## src/rtl/gf2_modmul_pkg.sv

```systemverilog
package gf2_modmul_pkg;

   typedef enum logic {
      MODE_WORD  = 1'b0,
      MODE_LANES = 1'b1
   } mode_e;

   // Ones in every position below n (n clipped to 64).
   function automatic logic [63:0] low_ones(input int n);
      if (n >= 64) return '1;
      return (64'h1 << n) - 64'h1;
   endfunction

endpackage

```

## src/rtl/gf2_clmul.sv

```systemverilog
// Carry-less multiply; in lane mode only partial products whose factor
// bits lie in the same lane are summed, so lane L lands in bits 2*LW*L up.
module gf2_clmul #(
   parameter int W  = 32,
   parameter int LW = 8
) (
   input  logic [W-1:0]   fa,
   input  logic [W-1:0]   fb,
   input  logic           lanes,
   output logic [2*W-2:0] prod
);

   always_comb begin
      prod = '0;
      for (int i = 0; i < W; i++) begin
         for (int j = 0; j < W; j++) begin
            if (!lanes || ((i / LW) == (j / LW))) begin
               prod[i + j] = prod[i + j] ^ (fa[i] & fb[j]);
            end
         end
      end
   end

endmodule

```

## src/rtl/gf2_split.sv

```systemverilog
// Splits a product into the high part fed to the matrix and the low part
// kept as is, for either the full word or each byte lane.
module gf2_split
   import gf2_modmul_pkg::*;
#(
   parameter int W     = 32,
   parameter int LANES = 4
) (
   input  logic [2*W-2:0]           prod,
   input  logic                     lanes,
   input  logic [$clog2(W+1)-1:0]   deg,
   output logic [W-2:0]             th,
   output logic [W-1:0]             tl,
   output logic [W-1:0]             keep
);

   localparam int LW  = W / LANES;
   localparam int LR  = LW - 1;
   localparam int R   = W - 1;
   localparam int PW  = 2 * W - 1;
   localparam int LPW = 2 * LW - 1;
   localparam int DGW = $clog2(W + 1);

   logic [R-1:0] th_w, th_l;
   logic [W-1:0] tl_w, tl_l, keep_w, keep_l;

   always_comb begin
      for (int j = 0; j < R; j++) begin
         th_w[j] = ((int'(deg) + j) < PW) ? prod[int'(deg) + j] : 1'b0;
      end
      keep_w = W'(low_ones(int'(deg)));
      tl_w   = prod[W-1:0] & keep_w;
   end

   for (genvar L = 0; L < LANES; L++) begin : g_lane
      logic [LPW-1:0] lp;
      logic [DGW-1:0] ed;
      logic [LW-1:0]  lk;

      assign lp = prod[2*LW*L +: LPW];
      assign ed = (deg > DGW'(LW)) ? DGW'(LW) : deg;
      assign lk = LW'(low_ones(int'(ed)));

      always_comb begin
         for (int j = 0; j < LR; j++) begin
            th_l[L*LR + j] = ((int'(ed) + j) < LPW) ? lp[int'(ed) + j] : 1'b0;
         end
      end

      assign tl_l[L*LW +: LW]   = lp[LW-1:0] & lk;
      assign keep_l[L*LW +: LW] = lk;
   end

   if (LANES * LR < R) begin : g_spare_rows
      assign th_l[R-1:LANES*LR] = '0;
   end

   assign th   = lanes ? th_l   : th_w;
   assign tl   = lanes ? tl_l   : tl_w;
   assign keep = lanes ? keep_l : keep_w;

endmodule

```

## src/rtl/gf2_rowmat.sv

```systemverilog
// Reduction matrix storage (W-1 rows of W bits) and the vector-matrix multiply.
module gf2_rowmat #(
   parameter int W = 32
) (
   input  logic                                      clk,
   input  logic                                      rst_n,
   input  logic                                      we,
   input  logic [(((W-1) > 1) ? $clog2(W-1) : 1)-1:0] row,
   input  logic [W-1:0]                              wdata,
   input  logic [W-2:0]                              th,
   output logic [W-1:0]                              y
);

   localparam int R   = W - 1;
   localparam int RAW = (R > 1) ? $clog2(R) : 1;

   logic [W-1:0] rows [R];

   always_ff @(posedge clk or negedge rst_n) begin
      if (!rst_n) begin
         for (int r = 0; r < R; r++) rows[r] <= '0;
      end else begin
         for (int r = 0; r < R; r++) begin
            if (we && (row == RAW'(r))) rows[r] <= wdata;
         end
      end
   end

   always_comb begin
      y = '0;
      for (int r = 0; r < R; r++) begin
         y = y ^ (rows[r] & {W{th[r]}});
      end
   end

endmodule

```

## src/rtl/gf2_modmul.sv

```systemverilog
module gf2_modmul
   import gf2_modmul_pkg::*;
#(
   parameter int  W     = 32,
   parameter int  LANES = 4,
   localparam int PW    = 2 * W - 1,
   localparam int R     = W - 1,
   localparam int DGW   = $clog2(W + 1),
   localparam int RAW   = (R > 1) ? $clog2(R) : 1
) (
   input  logic           clk,
   input  logic           rst_n,
   input  logic           in_valid,
   input  logic           simd_en,
   input  logic [DGW-1:0] degree,
   input  logic [W-1:0]   fa,
   input  logic [W-1:0]   fb,
   input  logic           mat_we,
   input  logic [RAW-1:0] mat_row,
   input  logic [W-1:0]   mat_data,
   output logic           out_valid,
   output logic [W-1:0]   result
);

   localparam int LW = W / LANES;

   if (W % LANES != 0) begin : g_chk_div
      $error("W must be a multiple of LANES");
   end
   if (LW < 2) begin : g_chk_lw
      $error("each lane needs at least two bits");
   end
   if (W > 64 || W < 4) begin : g_chk_w
      $error("W must lie in 4..64");
   end

   // Stage 1: carry-less product
   logic [PW-1:0]  prod_c, s1_prod;
   logic           s1_v;
   mode_e          s1_mode;
   logic [DGW-1:0] s1_deg;

   gf2_clmul #(.W(W), .LW(LW)) u_clmul (
      .fa    (fa),
      .fb    (fb),
      .lanes (simd_en),
      .prod  (prod_c)
   );

   always_ff @(posedge clk or negedge rst_n) begin
      if (!rst_n) begin
         s1_v    <= 1'b0;
         s1_mode <= MODE_WORD;
         s1_deg  <= '0;
         s1_prod <= '0;
      end else begin
         s1_v    <= in_valid;
         s1_mode <= simd_en ? MODE_LANES : MODE_WORD;
         s1_deg  <= degree;
         s1_prod <= prod_c;
      end
   end

   // Stage 2: reduction of the high part, low part added
   logic [R-1:0] th;
   logic [W-1:0] tl, keep, y, red;

   gf2_split #(.W(W), .LANES(LANES)) u_split (
      .prod  (s1_prod),
      .lanes (s1_mode == MODE_LANES),
      .deg   (s1_deg),
      .th    (th),
      .tl    (tl),
      .keep  (keep)
   );

   gf2_rowmat #(.W(W)) u_mat (
      .clk   (clk),
      .rst_n (rst_n),
      .we    (mat_we),
      .row   (mat_row),
      .wdata (mat_data),
      .th    (th),
      .y     (y)
   );

   assign red = (y ^ tl) & keep;

   always_ff @(posedge clk or negedge rst_n) begin
      if (!rst_n) begin
         out_valid <= 1'b0;
         result    <= '0;
      end else begin
         out_valid <= s1_v;
         result    <= s1_v ? red : '0;
      end
   end

endmodule

```

## config.mk

```make
export PLATFORM = sky130hd
export DESIGN_NAME = gf2_modmul
export DESIGN_NICKNAME = d
export VERILOG_FILES = /design/src/rtl/gf2_modmul_pkg.sv /design/src/rtl/gf2_clmul.sv /design/src/rtl/gf2_split.sv /design/src/rtl/gf2_rowmat.sv /design/src/rtl/gf2_modmul.sv
export SDC_FILE = /design/constraint.sdc
export NUM_CORES = 2
export LEC_CHECK = 0
export BUFFER_PORTS_ARGS = -buffer_cell sky130_fd_sc_hd__buf_2
export CAP_MARGIN = 5
export CORE_AREA = 2 2 355 357
export DETAILED_ROUTE_END_ITERATION = 10
export DIE_AREA = 0 0 357 359
export PLACE_DENSITY = 0.81
export SLEW_MARGIN = 20
export SYNTH_ARGS = -nofsm -noshare
export SYNTH_HDL_FRONTEND = slang
export SYNTH_SLANG_ARGS = --single-unit
```

## constraint.sdc

```tcl
create_clock -name clk -period 6.6 [get_ports clk]
set_input_delay 0.99 -clock clk [delete_from_list [all_inputs] [get_ports clk]]
set_output_delay 0.99 -clock clk [all_outputs]
set_load 0.05 [all_outputs]
```

# Word level (Yosys, flattened, before mapping)

Cells that the tools add are included.

$add $sub $neg: 38
Order comparisons: 77
Equality and inequality tests: 30
Shift operators: 2
Multiplexer cells: 1,005
Bitwise operators: 2,053
Reduce and logical (&&, ||, !) cells: 32

Operator list:

| operator                                                                      | number |
|---|---|
| 32-bit bitwise AND                                                            | 33 |
| 1-bit bitwise AND                                                             | 1,024 |
| 32-bit bitwise XOR                                                            | 31 |
| 1-bit bitwise XOR                                                             | 961 |
| 32-bit by 7-bit less-than comparator with 1-bit output, second input constant | 30 |
| 32-bit by 8-bit less-than comparator with 1-bit output, second input constant | 30 |
| 1-bit 2-to-1 mux                                                              | 941 |
| 32-bit by 5-bit less-than comparator with 1-bit output, second input constant | 6 |
| 32-bit by 6-bit less-than comparator with 1-bit output, second input constant | 6 |
| 1-bit binary-select mux with 6-bit select                                     | 31 |
| 1-bit binary-select mux with 4-bit select                                     | 28 |
| 6-bit by 5-bit adder with 7-bit output, second input constant                 | 15 |
| 32-bit 2-to-1 mux                                                             | 3 |
| 5-bit == test, second input constant                                          | 15 |
| 6-bit by 4-bit adder with 7-bit output, second input constant                 | 8 |
| 6-bit by 3-bit adder with 7-bit output, second input constant                 | 7 |
| 5-bit by 4-bit == test with 1-bit output, second input constant               | 8 |
| 8-bit bitwise AND                                                             | 4 |
| 1-bit by 6-bit left shift with 32-bit output, first input constant            | 1 |
| 32-bit by 1-bit subtractor with 32-bit output, second input constant          | 1 |
| 1-bit logical AND                                                             | 31 |
| 31-bit 2-to-1 mux                                                             | 1 |
| 6-bit by 2-bit adder with 7-bit output, second input constant                 | 4 |
| 5-bit by 3-bit == test with 1-bit output, second input constant               | 4 |
| other kinds (12)                                                              | 14 |

Register bits: 1,096
Bits of input ports: 112
Output and inout port bits: 33
Word-level logic and storage cells: 3,274

# Logic depth before layout (Yosys ltp)

Depth in word-level cells: 64
Depth in mapped cells: 30
Gate-level depth less buffers: 19

# By module

A second synthesis with hierarchy kept.

Cell total of the unflattened synthesis: 7,863
Area, all modules: 77,865.9 um^2

By module, submodules not included:

| module     | instances | cells each | area each (um^2) | sequential area each (um^2) |
|---|---|---|---|---|
| gf2_rowmat | 1         | 4,143      | 50,274.5         | 24,823.8 |
| gf2_clmul  | 1         | 2,216      | 13,580.5         | 0.0 |
| gf2_split  | 1         | 1,333      | 10,872.9         | 0.0 |
| gf2_modmul | 1         | 171        | 3,138.0          | 2,602.5 |

# Worst setup path before layout

Ideal clock, no wire load.

Path kind: register to register
From: register s1_deg[2]
To: register result[8]
Setup time: 0.082 ns
Arrival: 6.035 ns
Slack: 0.482 ns
Stages on the path, launching flop included: 28
Buffers on the path: 8
Clock period less this slack: 6.118 ns
Cell sequence: dfrtp_1 > buf_2 > inv_1 > buf_2 > buf_2 > buf_1 > ha_1 > buf_6 > and3_4 > buf_6 > o21ai_2 > buf_4 > inv_1 > ha_1 > inv_1 > a211oi_1 > or2_2 > buf_2 > mux2i_1 > o221ai_1 > a2111o_1 > nand2_1 > xor2_1 > xnor3_1 > xnor3_1 > xnor3_1 > xnor3_1 > o22ai_1

Longest elaborated chain between the ends: 42
Elaborated cells on any way between the ends: 380
Those cells by class: add/sub (38); order compare (39); shift (2); mux (236); bitwise (65)

RTL lines:

| what                                                                                            | line             | RTL |
|---|---|---|
| from (decl)                                                                                     | gf2_modmul.sv:41 | `logic [DGW-1:0] s1_deg;` |
| from (signal assigned)                                                                          | gf2_modmul.sv:59 | `s1_deg <= degree;` |
| branches (longest 40 deep; another with 32-bit by 5-bit less-than comparator with 1-bit output) | -                |  |
| 32-bit bitwise AND (*)                                                                          | gf2_modmul.sv:87 | `assign red = (y ^ tl) & keep;` |
| 32-bit 2-to-1 mux (*)                                                                           | gf2_modmul.sv:95 | `result <= s1_v ? red : '0;` |
| to (signal assigned)                                                                            | gf2_modmul.sv:95 |  |
| to (decl)                                                                                       | gf2_modmul.sv:22 | `output logic [W-1:0] result` |

Every way passes the cells marked *. The select of a mux whose other input is x is not followed.
A chain may end at the register's enable or synchronous reset.

# Worst setup path after layout

From: register s1_deg[1]
To: register result[20]

Same word-level chain as after synthesis.

==> metrics.csv <==
metric,value,unit
status,completed,
Post-synth top cells,"2191 x nand2_1, 1445 x xnor2_1, 1096 x dfrtp_1",
Internal Power,19.4,mW
"wirelength, routed",295000,microns
Pwr per Cell Area,386,nW/um^2
largest net degree at the start of global routing,152,
GRT busiest layer,met2,
top cell family by delay on the critical path,XOR/XNOR gates,
post-DR wirelength/cell,30.4,microns
Peak VDD IR,0.300,mV
most area-hungry cell type in the Yosys netlist,dfrtp_1,
Tmin final,6320,ps
Clock Power Share,19.8,%
Synthesis Warnings,0,
Final nets,8117,
# resized after CTS,0,
H-tree depth,3,
postcts setup bufs,0,
area grow syn2layout,7.35,%
clk sinks,1096,
# DRC,0,
worst rel slew slack,13.5,%
Sequential Power Share,29.7,%
P_leak,35.8,nW
core footprint,125000,sq um
final setup vio count,0,
Fmax achieved,158,MHz
post-DP HPWL,184000,microns
Cells after Synth,8130,
Initial Util,63.5,%
Mapped Nets,8285,
Die Width,357,microns
vias in the first global route,64404,
CTS buffer count,110,
"top cells by area, synth","dfrtp_1 35%, xnor2_1 16%, mux2_2 14%, nand2_1 10%, xor2_1 4.4%",
Hold Fails Final Rpt,0,
top-count cell post-synth,nand2_1,
Post-Syn Area,79200,sq um
setup_tns,0,ps
Setup Skew,54.6,ps
worst hold path type,in -> async,
actual slew at the worst max-slew pin,1290,ps
"Seq/Total Area, Yosys",34.6,%
Clock Tree Root,clkbuf_16,
first-pass GRT wire length,431000,microns
Place WS,516,ps
Worst R2R Start,s1_deg[1],
Max Root-Sink Buffers,3,
CP arrival,7020,ps
Crit. End Element,register,
post-route ant nets,0,
Critical-path top delay cell,ha_2,
crit path max fanout,26,
Yosys cell types,109,
share of layout cells above drive strength 1,22.4,%
hold buffers post-CTS,0,
routed vias/inst,6.70,
CP Cell Sequence,"clkinv_1, ha_2, buf_4, mux4_2, mux4_2, and3_1, a41oi_1, a221o_1, nand2_2, nand2_1, xor2_1, xnor2_1, xnor3_1, xnor3_1, o311a_1",
Maximum Capacitance Violations,0,
total power,32.8,mW
port buffer count,144,
Reg2Reg Setup Slack,280,ps
largest stage delay on the critical path,810,ps
reg2reg path depth,15,
Sw Pwr,13.4,mW
number of synthesized flops with an enable pin,0,
unrepaired setup endpoints after global routing,false,
Yosys reg bits,1096,
Final period util,95.8,%
Logic pwr share,50.5,%
RePlAce Congestion,1.03,
Synth Flop Type,dfrtp_1,
WS Path Type,reg -> reg,
Pre-antenna DRT Iters,6,
GRT met3 Usage,11.5,%
Worst R2R End,result[20],
DRT iter0 DRCs,8934,
DIE AREA,128000,sq um
Mean Syn Cell Area,9.74,sq um
total grt overflow,0,
Synth top area share,34.6,%
final worst setup slack,275,ps
via count,65036,
"Slew Viols, Final",0,
post-layout util,68.2,%
Worst-Skew Late Latency,770,ps
CP startpoint kind,register,
clk slew on worst S/H paths,70,ps
GRT met1 Usage,56.9,%
Buf/Inv on CP,2,
DIE HEIGHT,359,microns
row count,130,
Sw Share,40.8,%
antenna violations before repair,7,
boundary pin count,145,
"FFs w/ async S/R, synth",100,%
met2 Use GR,68.0,%
GRT Total Usage,45.4,%
CP required,7290,ps
CTS tree,done,
[cells by family after synthesis]
family,count (synthesis),synth area share [%]
AND/OR/NAND/NOR,2601,13.1
XOR/XNOR,1938,23.0
adder cells (fa/ha/maj),43,0.680
flip-flops,1096,34.6
AO/OA/AOI/OAI,486,4.53
multiplexers,1268,19.9
buffers and inverters,698,4.13
[layout by cell type, fill, tap and decap left out, drive strengths merged, types with 110 or more instances in the layout]
cell type and instances:
buf 374, clkbuf 168, dfrtp 1096, mux2 1019, mux2i 110, mux4 139, nand2 2197, nor2 167
xnor2 1452, xor2 398
[power groups by stage]
stage | clock network, mW | registers, mW | logic, mW
3_3_place_gp | 0 | 9.59 | 15.7
6_report | 6.51 | 9.74 | 16.6
5_1_grt | 6.79 | 9.75 | 17.1
2_1_floorplan | 0 | 9.11 | 11.2
3_5_place_dp | 0 | 9.68 | 16.0
4_1_cts | 6.50 | 9.58 | 16.1
[layout make-up]
class                           instances  area [sq um]
Antenna cell                            6          15.0
Clock buffer                          168          3230
Clock inverter                         37           474
Fill cell                            9072         39600
Inverter                               44           165
Multi-Input combinational cell       6336         48800
Sequential cell                      1096         27400
Tap cell                             1650          2060
Timing Repair Buffer                  374          2830
[routing by layer]
metal / vias to the layer above / wire length, microns
met2: 4874 / 128000
met4: 10 / 27100
li1: 26450 / -
met5: - / 68
met3: 1435 / 36400
met1: 32267 / 103000
[registers in the layout, indices dropped and copies added (netlist names)]
signal,flops
s1_deg,6
s1_mode,1
out_valid,1
u_mat.rows,992
result,32
s1_prod,63
s1_v,1
[metrics by stage]
step,area (sq um),instances,hold WS [ps]
6_report,85000,9711,248
5_1_grt,85000,9705,335
4_1_cts,85000,9705,304
3_5_place_dp,81200,9500,492
3_3_place_gp,81200,9500,484
2_1_floorplan,79200,8130,419
[worst max path at each step]
stage / startpoint / to / cells after the start
2_1_floorplan: s1_deg[2] / result[8] / 27
3_3_place_gp: s1_deg[1] / result[25] / 15
3_5_place_dp: s1_deg[4] / result[4] / 21
4_1_cts: s1_deg[4] / result[4] / 21
5_1_grt: s1_deg[1] / result[15] / 15
6_report: s1_deg[1] / result[20] / 15
[worst register-to-register path, cell delays in order, from the launching register on]
cell	delay, ps
dfrtp_4	520
clkinv_1	120
ha_2	810
buf_4	390
mux4_2	650
mux4_2	510
and3_1	200
a41oi_1	270
a221o_1	260
nand2_2	550
nand2_1	280
xor2_1	110
xnor2_1	500
xnor3_1	480
xnor3_1	390
o311a_1	220
Power figures use the tool's default switching activity.
